### src/rtl/mcu_bus_demux.sv
module mcu_bus_demux #(
  parameter bit          EXT_A16     = 1'b1,
  parameter logic [16:0] REGION_BASE = 17'h00000,
  parameter logic [16:0] REGION_SIZE = 17'h10000
) (
  input  logic        clk,
  input  logic        rst_n,
  input  logic        page_mode,
  input  logic [1:0]  rd_map,
  input  logic        ale,
  input  logic [7:0]  ad_in,
  output logic [7:0]  ad_out,
  output logic        ad_oe,
  input  logic [7:0]  a_ded,
  input  logic        a16_in,
  input  logic        cntl1_n,
  input  logic        cntl2_n,
  input  logic        wr_n,
  output logic [16:0] mem_addr,
  output logic        mem_rd,
  output logic        mem_prog,
  input  logic [7:0]  mem_rdata,
  output logic        mem_wr,
  output logic [7:0]  mem_wdata,
  output logic        lane_odd
);
  localparam logic [3:0]  SYNC_IDLE = 4'b0111;
  localparam logic [17:0] WIN_LO    = {1'b0, REGION_BASE};
  localparam logic [17:0] WIN_HI    = {1'b0, REGION_BASE} + {1'b0, REGION_SIZE};

  logic [3:0]  s1, s2;
  logic        ale_s3, wr_s3;
  logic        mode_q;
  logic [16:0] addr_q;
  logic        a16_eff;
  logic        ale_fall, wr_fall, bus_idle, hit;
  logic        rd_prog, rd_data;

  generate
    if (EXT_A16) begin : g_a16
      assign a16_eff = a16_in;
    end else begin : g_no_a16
      assign a16_eff = 1'b0;
    end
  endgenerate

  assign ale_fall = ale_s3 & ~s2[3];
  assign wr_fall  = wr_s3 & ~s2[0];
  assign bus_idle = ~s2[3] & s2[2] & s2[1] & s2[0];
  assign hit      = ({1'b0, addr_q} >= WIN_LO) && ({1'b0, addr_q} < WIN_HI);

  always_comb begin
    case (rd_map)
      2'd1:    begin rd_prog = ~s2[2]; rd_data = 1'b0;   end
      2'd2:    begin rd_prog = ~s2[1]; rd_data = ~s2[2]; end
      default: begin rd_prog = ~s2[2]; rd_data = ~s2[1]; end
    endcase
  end

  assign mem_addr = addr_q;
  assign lane_odd = addr_q[0];
  assign mem_prog = rd_prog;
  assign mem_rd   = (rd_prog | rd_data) & hit;
  assign ad_oe    = mem_rd;
  assign ad_out   = mem_rd ? mem_rdata : 8'h00;

  always_ff @(posedge clk) begin
    if (!rst_n) begin
      s1        <= SYNC_IDLE;
      s2        <= SYNC_IDLE;
      ale_s3    <= 1'b0;
      wr_s3     <= 1'b1;
      mode_q    <= 1'b0;
      addr_q    <= '0;
      mem_wr    <= 1'b0;
      mem_wdata <= '0;
    end else begin
      s1     <= {ale, cntl1_n, cntl2_n, wr_n};
      s2     <= s1;
      ale_s3 <= s2[3];
      wr_s3  <= s2[0];
      if (bus_idle) mode_q <= page_mode;
      if (mode_q) begin
        addr_q[7:0] <= a_ded;
        if (ale_fall) addr_q[16:8] <= {a16_eff, ad_in};
      end else if (ale_fall) begin
        addr_q <= {a16_eff, a_ded, ad_in};
      end
      mem_wr <= wr_fall & hit;
      if (wr_fall) mem_wdata <= ad_in;
    end
  end
endmodule


### config.mk
export PLATFORM = sky130hd
export DESIGN_NAME = mcu_bus_demux
export DESIGN_NICKNAME = d
export VERILOG_FILES = /design/src/rtl/mcu_bus_demux.sv
export SDC_FILE = /design/constraint.sdc
export NUM_CORES = 1
export LEC_CHECK = 0
export ABC_AREA = 1
export CAP_MARGIN = 20
export CORE_UTILIZATION = 50
export CTS_BUF_LIST = sky130_fd_sc_hd__clkbuf_8
export CTS_CLUSTER_SIZE = 8
export DETAILED_ROUTE_END_ITERATION = 12
export DONT_BUFFER_PORTS = 1
export GPL_TIMING_DRIVEN = 0
export PLACE_DENSITY = 0.72
export SYNTH_ARGS = -nofsm -noshare
export SYNTH_HDL_FRONTEND = slang
export SYNTH_SLANG_ARGS = --single-unit
### constraint.sdc
create_clock -name clk -period 1.2 [get_ports clk]
set_input_delay 0.18 -clock clk [delete_from_list [all_inputs] [get_ports clk]]
set_output_delay 0.18 -clock clk [all_outputs]
set_load 0.02 [all_outputs]
# Word level (Yosys, flattened, before mapping)

Index checks and enable logic that the tools add are counted.

Register bits after elaboration: 37
Bits in latches: 0
Bits in writable memories: 0
Bits in read-only memories: 0
Input bits: 34
Output and inout bits: 38
Logic and storage cells: 31
Memories: 0

Add/sub/neg operators: 0
Multiply operators: 0
Divide/modulo/power cells: 0
$lt $le $gt $ge: 1
Equality and inequality tests: 2
Shift operators: 0
Multiplexer cells: 6
Bitwise operators: 12
Reductions and logical operators: 1

Operators by type and width:

| operator             | number |
|---|---|
| $mux 17              | 2 |
| $lt 17x17->1 const B | 1 |
| $mux 9               | 1 |
| $mux 8               | 1 |
| $and 1x1->1          | 7 |
| $not 1->1            | 4 |
| $eq 2x1->1 const B   | 1 |
| $eq 2x2->1 const B   | 1 |
| $pmux 1 s2           | 1 |
| $reduce_bool 2->1    | 1 |
| $mux 1               | 1 |
| $or 1x1->1           | 1 |

# Longest topological paths before layout

Gate-level depths: netlist of run 1.

Depth in word-level cells: 5
Gate-level depth with buffers: 8
Gate-level depth less buffers: 7

# Worst setup path after synthesis of run 1

No wires, ideal clock.

Kind: input to output
From: input port rd_map[0]
To: output port mem_rd
Data arrival time: 1.201 ns
Data required time: 1.020 ns
Slack: -0.181 ns
Stages: 7
Path buffers: 1
Cells stage by stage: inv_1 > ha_1 > o21ai_0 > nand2_1 > nand2_1 > inv_1 > buf_4

Cells in the longest elaborated chain, start to end: 4
Elaborated cells on any way between the ends: 6
Those cells by class: eq/ne: 2; mux: 2; bitwise: 2

Ends and longest elaborated chain:

| item                                     | RTL line | text |
|---|---|---|
| start: declaration                       | 9        | `input logic [1:0] rd_map,` |
| $eq 2x2->1 or $eq 2x1->1 (tied branches) | 53       | `case (rd_map)` |
| $pmux 1 s2 or $mux 1 (tied branches)     | n/a      |  |
| $or 1x1->1 (*)                           | 63       | `assign mem_rd = (rd_prog \| rd_data) & hit;` |
| $and 1x1->1 (*)                          | 63       |  |
| end: declaration                         | 20       | `output logic mem_rd,` |

Every way passes the cells marked *; elsewhere a longest branch is shown, timed or not.

# Final worst setup path of run 1

From: register s2[2]
To: output port mem_rd

Cells in the longest elaborated chain, start to end: 4
Elaborated cells on any way between the ends: 5
Those cells by class: mux: 2; bitwise: 3

Ends and longest elaborated chain:

| item                                 | RTL line   | text |
|---|---|---|
| start: declaration                   | 31         | `logic [3:0] s1, s2;` |
| start signal: assignment             | 70         | `s2 <= SYNC_IDLE;` |
| start signal: assignment             | 79         | `s2 <= s1;` |
| $not 1->1 (*)                        | 54, 55, 56 |  |
| $pmux 1 s2 or $mux 1 (tied branches) | n/a        |  |
| $or 1x1->1 (*)                       | 63         |  |
| $and 1x1->1 (*)                      | 63         |  |

Marks and branches as above.

==> flow_metrics.tcl, run 1 <==
set metrics [dict create \
    status "complete, but fails checks" \
    failed_checks "negative setup slack" \
    use_met2_pct 36.8 \
    critPathArrivalTime_ns 1.13 \
    setup_viol 10 \
    p_int_mw 1.92 \
    drv_cap 0 \
    grt_max_degree 13 \
    first_iter_violations 38 \
    yosys_warnings 0 \
    wl_per_cell_um 12.8 \
    clk_latency_ns 0.28 \
    worstSetupEndpointType "output port" \
    synth_seq_cells 37 \
    cts.sinks 37 \
    start_util_pct 53.6 \
    netlist.area_leader.share_pct 44.1 \
    p_switching_mw 0.797 \
    antenna_found_initial 0 \
    cts_tree "built" \
    grt_pass1_wl_mm 5.80 \
    p_clk_share_pct 33.5 \
    hpwl_mm 2.66 \
    coreArea_mm2 0.00313 \
    fin_crit_ns 1.31 \
    gp_congestion 0.810 \
    hold_class "in2reg" \
    netlist_area_mm2 0.00168 \
    power_frac_seq_pct 50.6 \
    grt_use_met3_pct 9.96 \
    worst-setup-path-type "reg2out" \
    die_area_mm2 0.00359 \
    port-buffer-count 0 \
    top_usage_layer "met2" \
    synth_fp_nets 264 \
    rsz0062_at_grt "true" \
    cts_max_path_buffers 2 \
    gr-usage-met1_pct 25.6 \
    crit_required_ns 1.02 \
    power_density_mw_per_mm2 1360 \
    final.setup.worst_slack_ns -0.105 \
    max_freq_mhz 766 \
    slew_violations 0 \
    p_sw_share_pct 29.3 \
    antenna_left 0 \
    synth_area_per_cell_um2 7.33 \
    cp-start-kind "register" \
    drive_gt1_share_pct 30.3 \
    synth.distinct_cells 21 \
    wl_mm 3.68 \
    yosysSeqAreaShare_pct 44.1 \
    leakage_nw 0.883 \
    first_pass_iters 4 \
    final_util_pct 64.0 \
    dpl_worst_slack_ns -0.120 \
    grt_pass1_vias 1322 \
    die_h_um 59.9 \
    cts.htree.levels 2 \
    path_clk_slew_ns 0.08 \
    peakVddDrop_uv 740 \
    via_per_inst 4.91 \
    ioPinCount 72 \
    crit_path_max_fanout 5 \
    yosysTopAreaCell "dfxtp_1" \
    post-route-period-util_pct 109 \
    timing_hold_violations_final 0 \
    synthCells 229 \
    drcViolationCount 0 \
    ys_top_cells_by_area "dfxtp_1 (44%), nand2_1 (16%), a21oi_2 (6.3%)" \
    track_usage_pct 22.1 \
    nets 278 \
    cts_buffers 5 \
    syn_to_final_growth_pct 19.4 \
    nFillCells 275 \
    cts-root-buf "clkbuf_8" \
    skew_ns 0.00569 \
    die_w_um 59.9 \
    slew_headroom_pct 72.4 \
    power_mw 2.72 \
    fin_tns_setup_ns -0.787 \
    vias 1413 \
    tightest_slew_ns 0.411 \
    rows 20 \
    antenna_cells 0 \
    grt_remaining_overflow 0 \
    p_comb_share_pct 15.8 \
]
==> cell type report <==
type | instances | area, µm² | area share [%]
clock buffers | 6 | 82.6 | 4.12
repair buffers | 6 | 55.1 | 2.75
clock inverters | 2 | 13.8 | 0.687
inverters | 23 | 101 | 5.06
plain buffers | 11 | 96.3 | 4.81
multi-input cells | 159 | 855 | 42.7
well taps | 44 | 55.1 | 2.75
flip-flops and latches | 37 | 744 | 37.2
==> through the flow <==
stage               hold WS [ns]  cells  instance area, µm²
finish                    0.0280    288                2000
detailed placement         0.284    273                1740
CTS                       0.0242    288                1970
global placement           0.282    273                1740
global route              0.0394    288                2000
floorplan                  0.278    229                1680
==> critical path, stage by stage, from the launching register on <==
cell	delay, ns
dfxtp_2	0.35
inv_2	0.04
nand2_2	0.07
nand2_4	0.09
nand2_8	0.13
inv_8	0.05
buf_6	0.12
==> power groups by stage <==
stage / clock network (mW) / registers, mW / logic, mW
after floorplan: 0 / 1.40 / 0.317
after global placement: 0 / 1.40 / 0.364
after detailed placement: 0 / 1.40 / 0.368
after CTS: 0.920 / 1.38 / 0.419
after global routing: 0.979 / 1.39 / 0.481
final: 0.912 / 1.38 / 0.431
==> cells in the final DEF (no fill, tap or decap), types with 2 or more instances in the layout <==
| master | n |
|---|---|
| or2_2 | 3 |
| inv_8 | 2 |
| or2_1 | 3 |
| nor2_1 | 18 |
| buf_4 | 5 |
| a21oi_1 | 6 |
| o21ai_0 | 9 |
| nand2_2 | 14 |
| nand2_4 | 3 |
| nor2_4 | 8 |
| buf_6 | 3 |
| dlygate4sd3_1 | 4 |
| dfxtp_1 | 34 |
| buf_2 | 4 |
| inv_1 | 15 |
| inv_2 | 6 |
| nand2_1 | 69 |
| clkbuf_8 | 6 |
| a21oi_2 | 12 |
| dfxtp_2 | 3 |
| nand3_1 | 8 |
==> worst paths after layout <==
path | startpoint | slack (ns) | to | depth (start not counted)
max | s2[2]$_SDFF_PN1_ | -0.11 | mem_rd | 6
min | rst_n | 0.03 | mem_wdata[1]$_SDFFE_PN0N_ | 2
min reg2reg | s1[3]$_SDFF_PN0_ | 0.42 | s2[3]$_SDFF_PN0_ | 2
max reg2reg | mode_q$_SDFFE_PN0P_ | 0.15 | mem_addr[13]$_SDFFE_PN0P_ | 6
==> metal layers <==
| metal | part of all wire (%) | routed length (µm) | up-vias |
|---|---|---|---|
| met4 | 1.0 | 37 | 0 |
| met3 | 8.9 | 326 | 5 |
| met5 | 0 | 0 | - |
| met1 | 44 | 1610 | 613 |
| li1 | - | - | 732 |
| met2 | 46 | 1700 | 63 |
==> registers in the layout (all words and copies together) (netlist names) <==
signal     count
mem_wr         1
wr_s3          1
s2             4
mode_q         1
mem_wdata      8
mem_addr      17
s1             4
ale_s3         1
==> cells by family (layout without fill, tap and decap cells) <==
kind of cell / count (synthesis) / in the layout / synth area share, %
AND/OR/NAND/NOR: 128 / 129 / 32.7
AO/OA/AOI/OAI: 29 / 29 / 11.3
adder cells (fa/ha/maj): 1 / 1 / 0.746
buffers and inverters: 34 / 48 / 11.1
flip-flops: 37 / 37 / 44.1
==> cells in the mapped netlist <==
cell type	number
nand2_1	73
dfxtp_1	37
nor2_1	26
inv_1	19
a21oi_2	12
nand2_2	12
o21ai_0	11
nand3_1	8
a21oi_1	6
buf_2	4
buf_4	4
inv_2	3
or2_1	3
or2_2	3
buf_6	2
buf_12	1
ha_1	1
inv_8	1
nand2_4	1
nand3b_1	1
nor3_1	1
==> repair_timing <==
item	in CTS	in global routing
pin swaps	6	5
endpoints found under the hold margin	4	0
gates cloned	1	0
resized for setup	26	10
buffers inserted	2	0
setup endpoints to repair	11	19
hold buffers	4	0
Note: power is estimated with default switching activity, not from simulation.
==> run 2, diff against run 1 <==
--- a/config.mk
+++ b/config.mk
@@ -7,13 +7,15 @@
 export LEC_CHECK = 0
 export ABC_AREA = 1
 export CAP_MARGIN = 20
-export CORE_UTILIZATION = 50
+export CELL_PAD_IN_SITES_DETAIL_PLACEMENT = 0
+export CELL_PAD_IN_SITES_GLOBAL_PLACEMENT = 1
+export CORE_UTILIZATION = 40
 export CTS_BUF_LIST = sky130_fd_sc_hd__clkbuf_8
 export CTS_CLUSTER_SIZE = 8
 export DETAILED_ROUTE_END_ITERATION = 12
 export DONT_BUFFER_PORTS = 1
 export GPL_TIMING_DRIVEN = 0
-export PLACE_DENSITY = 0.72
+export PLACE_DENSITY = 0.8
 export SYNTH_ARGS = -nofsm -noshare
 export SYNTH_HDL_FRONTEND = slang
 export SYNTH_SLANG_ARGS = --single-unit
==> run 2 against run 1 <==
The flow still finishes with violations (negative setup slack). Clock skew increased by 0.0013 ns. Final cell count increased by 2.1%. Non-clock buffer count unchanged. Critical endpoint unchanged. Highest routed layer unchanged.
==> flow_metrics.tcl, run 2 (synthesized netlist as in run 1, its figures left out) <==
set metrics [dict create \
    rsz0062_at_grt "true" \
    track_usage_pct 19.3 \
    peakVddDrop_uv 653 \
    r2r_slack_ns 0.12 \
    grt_remaining_overflow 0 \
    cts-root-buf "clkbuf_8" \
    slew_violations 0 \
    die_w_um 66.8 \
    cts_max_path_buffers 2 \
    nFillCells 413 \
    cp-start-kind "register" \
    antenna_left 0 \
    wl_mm 3.94 \
    max_stage_delay_ns 0.32 \
    fin_crit_ns 1.30 \
    clk_latency_ns 0.29 \
    cp_cell_sequence "inv_2 -> o21ai_2 -> nand2_4 -> nand2_8 -> inv_8 -> buf_6" \
    cts.sinks 37 \
    wl_per_cell_um 13.4 \
    hpwl_mm 2.90 \
    crit_required_ns 1.02 \
    hold_start "cntl1_n" \
    vias 1409 \
    antenna_found_initial 0 \
    holdPathEnd "s1[2]$_SDFF_PN1_" \
    placed_area_mm2 0.00174 \
    grt_max_degree 13 \
    start_util_pct 41.9 \
    cts.htree.levels 2 \
    nets 278 \
    critPathArrivalTime_ns 1.12 \
    crit_path_top_delay_cell "dfxtp_2" \
    die_area_mm2 0.00446 \
    drcViolationCount 0 \
    first_iter_violations 47 \
    power_density_mw_per_mm2 1320 \
    failed_checks "negative setup slack" \
    rows 23 \
    grt_pass1_wl_mm 6.18 \
    via_per_inst 4.79 \
    die_h_um 66.8 \
    holdWs_ns 0.0185 \
    final_cells 294 \
    path_clk_slew_ns 0.07 \
    power_mw 2.65 \
    ioPinCount 72 \
    grt_pass1_vias 1316 \
    drive_gt1_share_pct 30.7 \
    timing_hold_violations_final 0 \
    reg2reg_depth 6 \
    leakage_nw 0.876 \
    max_freq_mhz 772 \
    coreArea_mm2 0.00400 \
    slew_headroom_pct 72.0 \
    antenna_cells 0 \
    stdcell_area_mm2 0.00200 \
    whs_path_depth 1 \
    dp.cells 279 \
    status "complete, but fails checks" \
    layout_commonest_cell "nand2_1" \
    cts_buffers 5 \
    worst-setup-path-type "reg2out" \
    port-buffer-count 0 \
    largest_register_ffs 17 \
    gp_congestion 0.714 \
    rr_endpoint "mem_addr[15]$_SDFFE_PN0P_" \
    syn_to_final_growth_pct 19.2 \
    rr_startpoint "mode_q$_SDFFE_PN0P_" \
    mostFrequentLayoutCells "nand2_1 (69), dfxtp_1 (34), nor2_1 (18)" \
    crit_path_max_fanout 5 \
    cts_tree "built" \
    setup_viol 10 \
    post-route-period-util_pct 108 \
    tightest_slew_ns 0.418 \
    first_pass_iters 4 \
    hold_class "in2reg" \
    skew_ns 0.00695 \
    drv_cap 0 \
    worstSetupEndpointType "output port" \
    final.setup.worst_slack_ns -0.0956 \
]
-- run 2: area by class of cell --
type	count	area, µm²	share of cell area, %
Buffer	11	96.3	4.82
Inverter	23	101	5.07
Clock inverter	3	17.5	0.876
Clock buffer	5	68.8	3.44
Multi-Input combinational cell	159	855	42.7
Tap cell	50	62.6	3.13
Timing Repair Buffer	6	52.6	2.63
Sequential cell	37	747	37.3
-- run 2: worst max-delay path by stage --
stage,slack [ns],startpoint,end
after global placement,-0.11,rd_map[0],mem_rd
after CTS,-0.14,s2[1]$_SDFF_PN1_,ad_out[2]
final,-0.1,s2[1]$_SDFF_PN1_,mem_rd
after global routing,-0.15,s2[1]$_SDFF_PN1_,mem_rd
after floorplan,-0.05,rd_map[0],mem_rd
after detailed placement,-0.13,rd_map[0],mem_rd
-- run 2: timing repair --
item                                    CTS  global route
cloned                                    1             0
endpoints found under the hold margin     3             0
endpoints found under the setup margin   11            19
resized for setup                        24            13
pin swaps                                 4             7
hold buffers                              3             0
setup buffers                             2             1
-- run 2: power breakdown --
group          leakage (nW)  switching (mW)  internal (mW)
registers             0.303          0.0881           1.29
clock network        0.0439           0.434          0.400
logic                 0.529           0.269          0.167
total                 0.876           0.791           1.86
-- run 2: routing by layer --
metal	wire (µm)	global-route usage, %	up-vias
met5	0	0	-
met4	57	7.18	0
met3	441	8.39	6
met2	1760	29.9	65
met1	1680	23.4	609
li1	-	-	729
-- run 2: critical path: cells and delay by family (launching register included) --
family | cells | cell delay (ns)
simple gates | 2 | 0.23
compound gates | 1 | 0.07
buf+inv | 3 | 0.20
flops | 1 | 0.32
-- run 2: stage by stage --
step	util (%)	worst slack, ns	TNS, ns
global placement	43.6	-0.111	-0.834
global route	50.0	-0.149	-1.28
CTS	48.7	-0.145	-1.25
floorplan	-	-0.0529	-0.346
detailed placement	43.6	-0.131	-0.962
finish	50.0	-0.0956	-0.712
==> run 3, diff against run 2 <==
--- a/config.mk
+++ b/config.mk
@@ -9,13 +9,14 @@
 export CAP_MARGIN = 20
 export CELL_PAD_IN_SITES_DETAIL_PLACEMENT = 0
 export CELL_PAD_IN_SITES_GLOBAL_PLACEMENT = 1
-export CORE_UTILIZATION = 40
-export CTS_BUF_LIST = sky130_fd_sc_hd__clkbuf_8
+export CORE_UTILIZATION = 38
+export CTS_BUF_LIST = sky130_fd_sc_hd__clkbuf_4 sky130_fd_sc_hd__clkbuf_8 sky130_fd_sc_hd__clkbuf_16
 export CTS_CLUSTER_SIZE = 8
 export DETAILED_ROUTE_END_ITERATION = 12
 export DONT_BUFFER_PORTS = 1
 export GPL_TIMING_DRIVEN = 0
-export PLACE_DENSITY = 0.8
+export PLACE_DENSITY = 0.77
 export SYNTH_ARGS = -nofsm -noshare
 export SYNTH_HDL_FRONTEND = slang
 export SYNTH_SLANG_ARGS = --single-unit
+export TNS_END_PERCENT = 10
==> run 3 against run 2 <==
The flow still finishes with violations (negative setup slack). Combinational power about the same. Sequential power barely moved. Die area rose by 5.1%. Register-to-register slack gained 0.02 ns. Flip-flop and latch count did not move. Clock skew fell by 0.0015 ns. Largest cell class unchanged. Highest routed layer unchanged.
==> flow_metrics.tcl, run 3 (synthesized netlist as in run 1, its figures left out) <==
set metrics [dict create \
    status "complete, but fails checks" \
    failed_checks "negative setup slack" \
    cp_cell_sequence "inv_2 -> nand2_2 -> nand2_4 -> nand2_8 -> inv_8 -> buf_6" \
    crit_path_top_delay_cell "dfxtp_2" \
    critPathArrivalTime_ns 1.13 \
    die_h_um 68.5 \
    via_per_inst 4.83 \
    die_w_um 68.5 \
    max_freq_mhz 766 \
    tightest_slew_ns 0.419 \
    grt_remaining_overflow 0 \
    port-buffer-count 0 \
    start_util_pct 40.8 \
    die_area_mm2 0.00469 \
    layout_commonest_cell "nand2_1" \
    slew_violations 0 \
    post-route-period-util_pct 109 \
    dp.cells 279 \
    fin_tns_setup_ns -0.716 \
    path_clk_slew_ns 0.08 \
    wl_mm 3.90 \
    hold_class "in2reg" \
    cts_max_path_buffers 2 \
    cts_buffers 5 \
    coreArea_mm2 0.00412 \
    hpwl_mm 2.84 \
    first_iter_violations 57 \
    crit_path_max_fanout 5 \
    p_int_mw 1.86 \
    setup_viol 10 \
    antenna_found_initial 0 \
    first_pass_iters 4 \
    mostFrequentLayoutCells "nand2_1 (69), dfxtp_1 (34), nor2_1 (18)" \
    worst-setup-path-type "reg2out" \
    wl_per_cell_um 13.3 \
    vias 1421 \
    drive_gt1_share_pct 30.3 \
    syn_to_final_growth_pct 19.4 \
    dpl_worst_slack_ns -0.130 \
    grt_pass1_vias 1392 \
    grt_max_degree 13 \
    cts.sinks 37 \
    largest_register_ffs 17 \
    worstSetupEndpointType "output port" \
    p_comb_share_pct 16.4 \
    gp_congestion 0.815 \
    nets 278 \
    timing_hold_violations_final 0 \
    clk_latency_ns 0.28 \
    holdWs_ns 0.0205 \
    cts-root-buf "clkbuf_8" \
    antenna_cells 0 \
    power_frac_seq_pct 52.0 \
    cp-start-kind "register" \
    slew_headroom_pct 71.9 \
    rsz0062_at_grt "true" \
    skew_ns 0.00540 \
    p_clk_share_pct 31.6 \
    p_sw_share_pct 29.8 \
    max_stage_delay_ns 0.33 \
    power_mw 2.64 \
    final.setup.worst_slack_ns -0.106 \
    p_switching_mw 0.789 \
    cts_tree "built" \
    final_cells 294 \
    power_density_mw_per_mm2 1320 \
    ioPinCount 72 \
    antenna_left 0 \
    rows 23 \
    grt_pass1_wl_mm 6.32 \
    peakVddDrop_uv 629 \
    leakage_nw 0.877 \
    cts.htree.levels 2 \
    track_usage_pct 18.8 \
    fin_crit_ns 1.31 \
    drv_cap 0 \
    crit_required_ns 1.02 \
    drcViolationCount 0 \
]
[run 3: cell types whose count changed in the layout (fill, tap and decap cells not counted), sizes merged]
| cell | change |
|---|---|
| buf | -1 |
| dlygate4sd3 | +1 |
[run 3: area by class of cell]
cell class | instances | area, µm²
tap | 50 | 62.6
buffer | 11 | 96.3
timing repair buffer | 6 | 55.1
clock buffer | 5 | 68.8
multi-input combinational | 159 | 855
inverter | 23 | 101
fill | 429 | 2110
sequential | 37 | 747
clock inverter | 3 | 17.5
[run 3: repair_timing]
item | 4_1_cts | 5_1_grt
hold endpoints to repair | 4 | 0
endpoints found under the setup margin | 11 | 19
pin swaps | 2 | 3
hold buffers | 4 | 0
gates resized for setup | 26 | 11
setup buffers | 2 | 0
cloned | 1 | 0
[run 3: path summary, 6_finish.rpt]
path	start	endpoint	slack (ns)	cells after the start
setup / recovery	s2[2]$_SDFF_PN1_	mem_rd	-0.11	6
hold / removal	rst_n	mem_addr[16]$_SDFFE_PN0P_	0.02	2
setup reg to reg	mode_q$_SDFFE_PN0P_	mem_addr[15]$_SDFFE_PN0P_	0.14	6
hold reg to reg	s1[3]$_SDFF_PN0_	s2[3]$_SDFF_PN0_	0.41	2
[run 3: critical path, delay by kind of cell, from the launching register on]
kind          cells  cell delay [ns]
flops             1             0.33
simple gates      3             0.26
buf+inv           3             0.25
[run 3: layer usage]
metal	up-vias	wire (µm)	global-route usage, %
li1	732	-	-
met1	627	1650	22.6
met2	57	1850	31.5
met3	5	360	6.33
met4	0	40	5.47
met5	-	0	0
[run 3: power groups by stage]
stage / clock (mW) / sequential, mW / combinational (mW)
3_3_place_gp: 0 / 1.40 / 0.371
6_report: 0.836 / 1.37 / 0.434
3_5_place_dp: 0 / 1.40 / 0.373
5_1_grt: 0.931 / 1.38 / 0.492
4_1_cts: 0.886 / 1.38 / 0.423
2_1_floorplan: 0 / 1.40 / 0.317
[run 3: through the flow]
stage	area, µm²	util, %
after detailed placement	1740	42.4
after global placement	1740	42.4
after CTS	1970	47.8
final	2000	48.7
after global routing	2000	48.7
after floorplan	1680	-
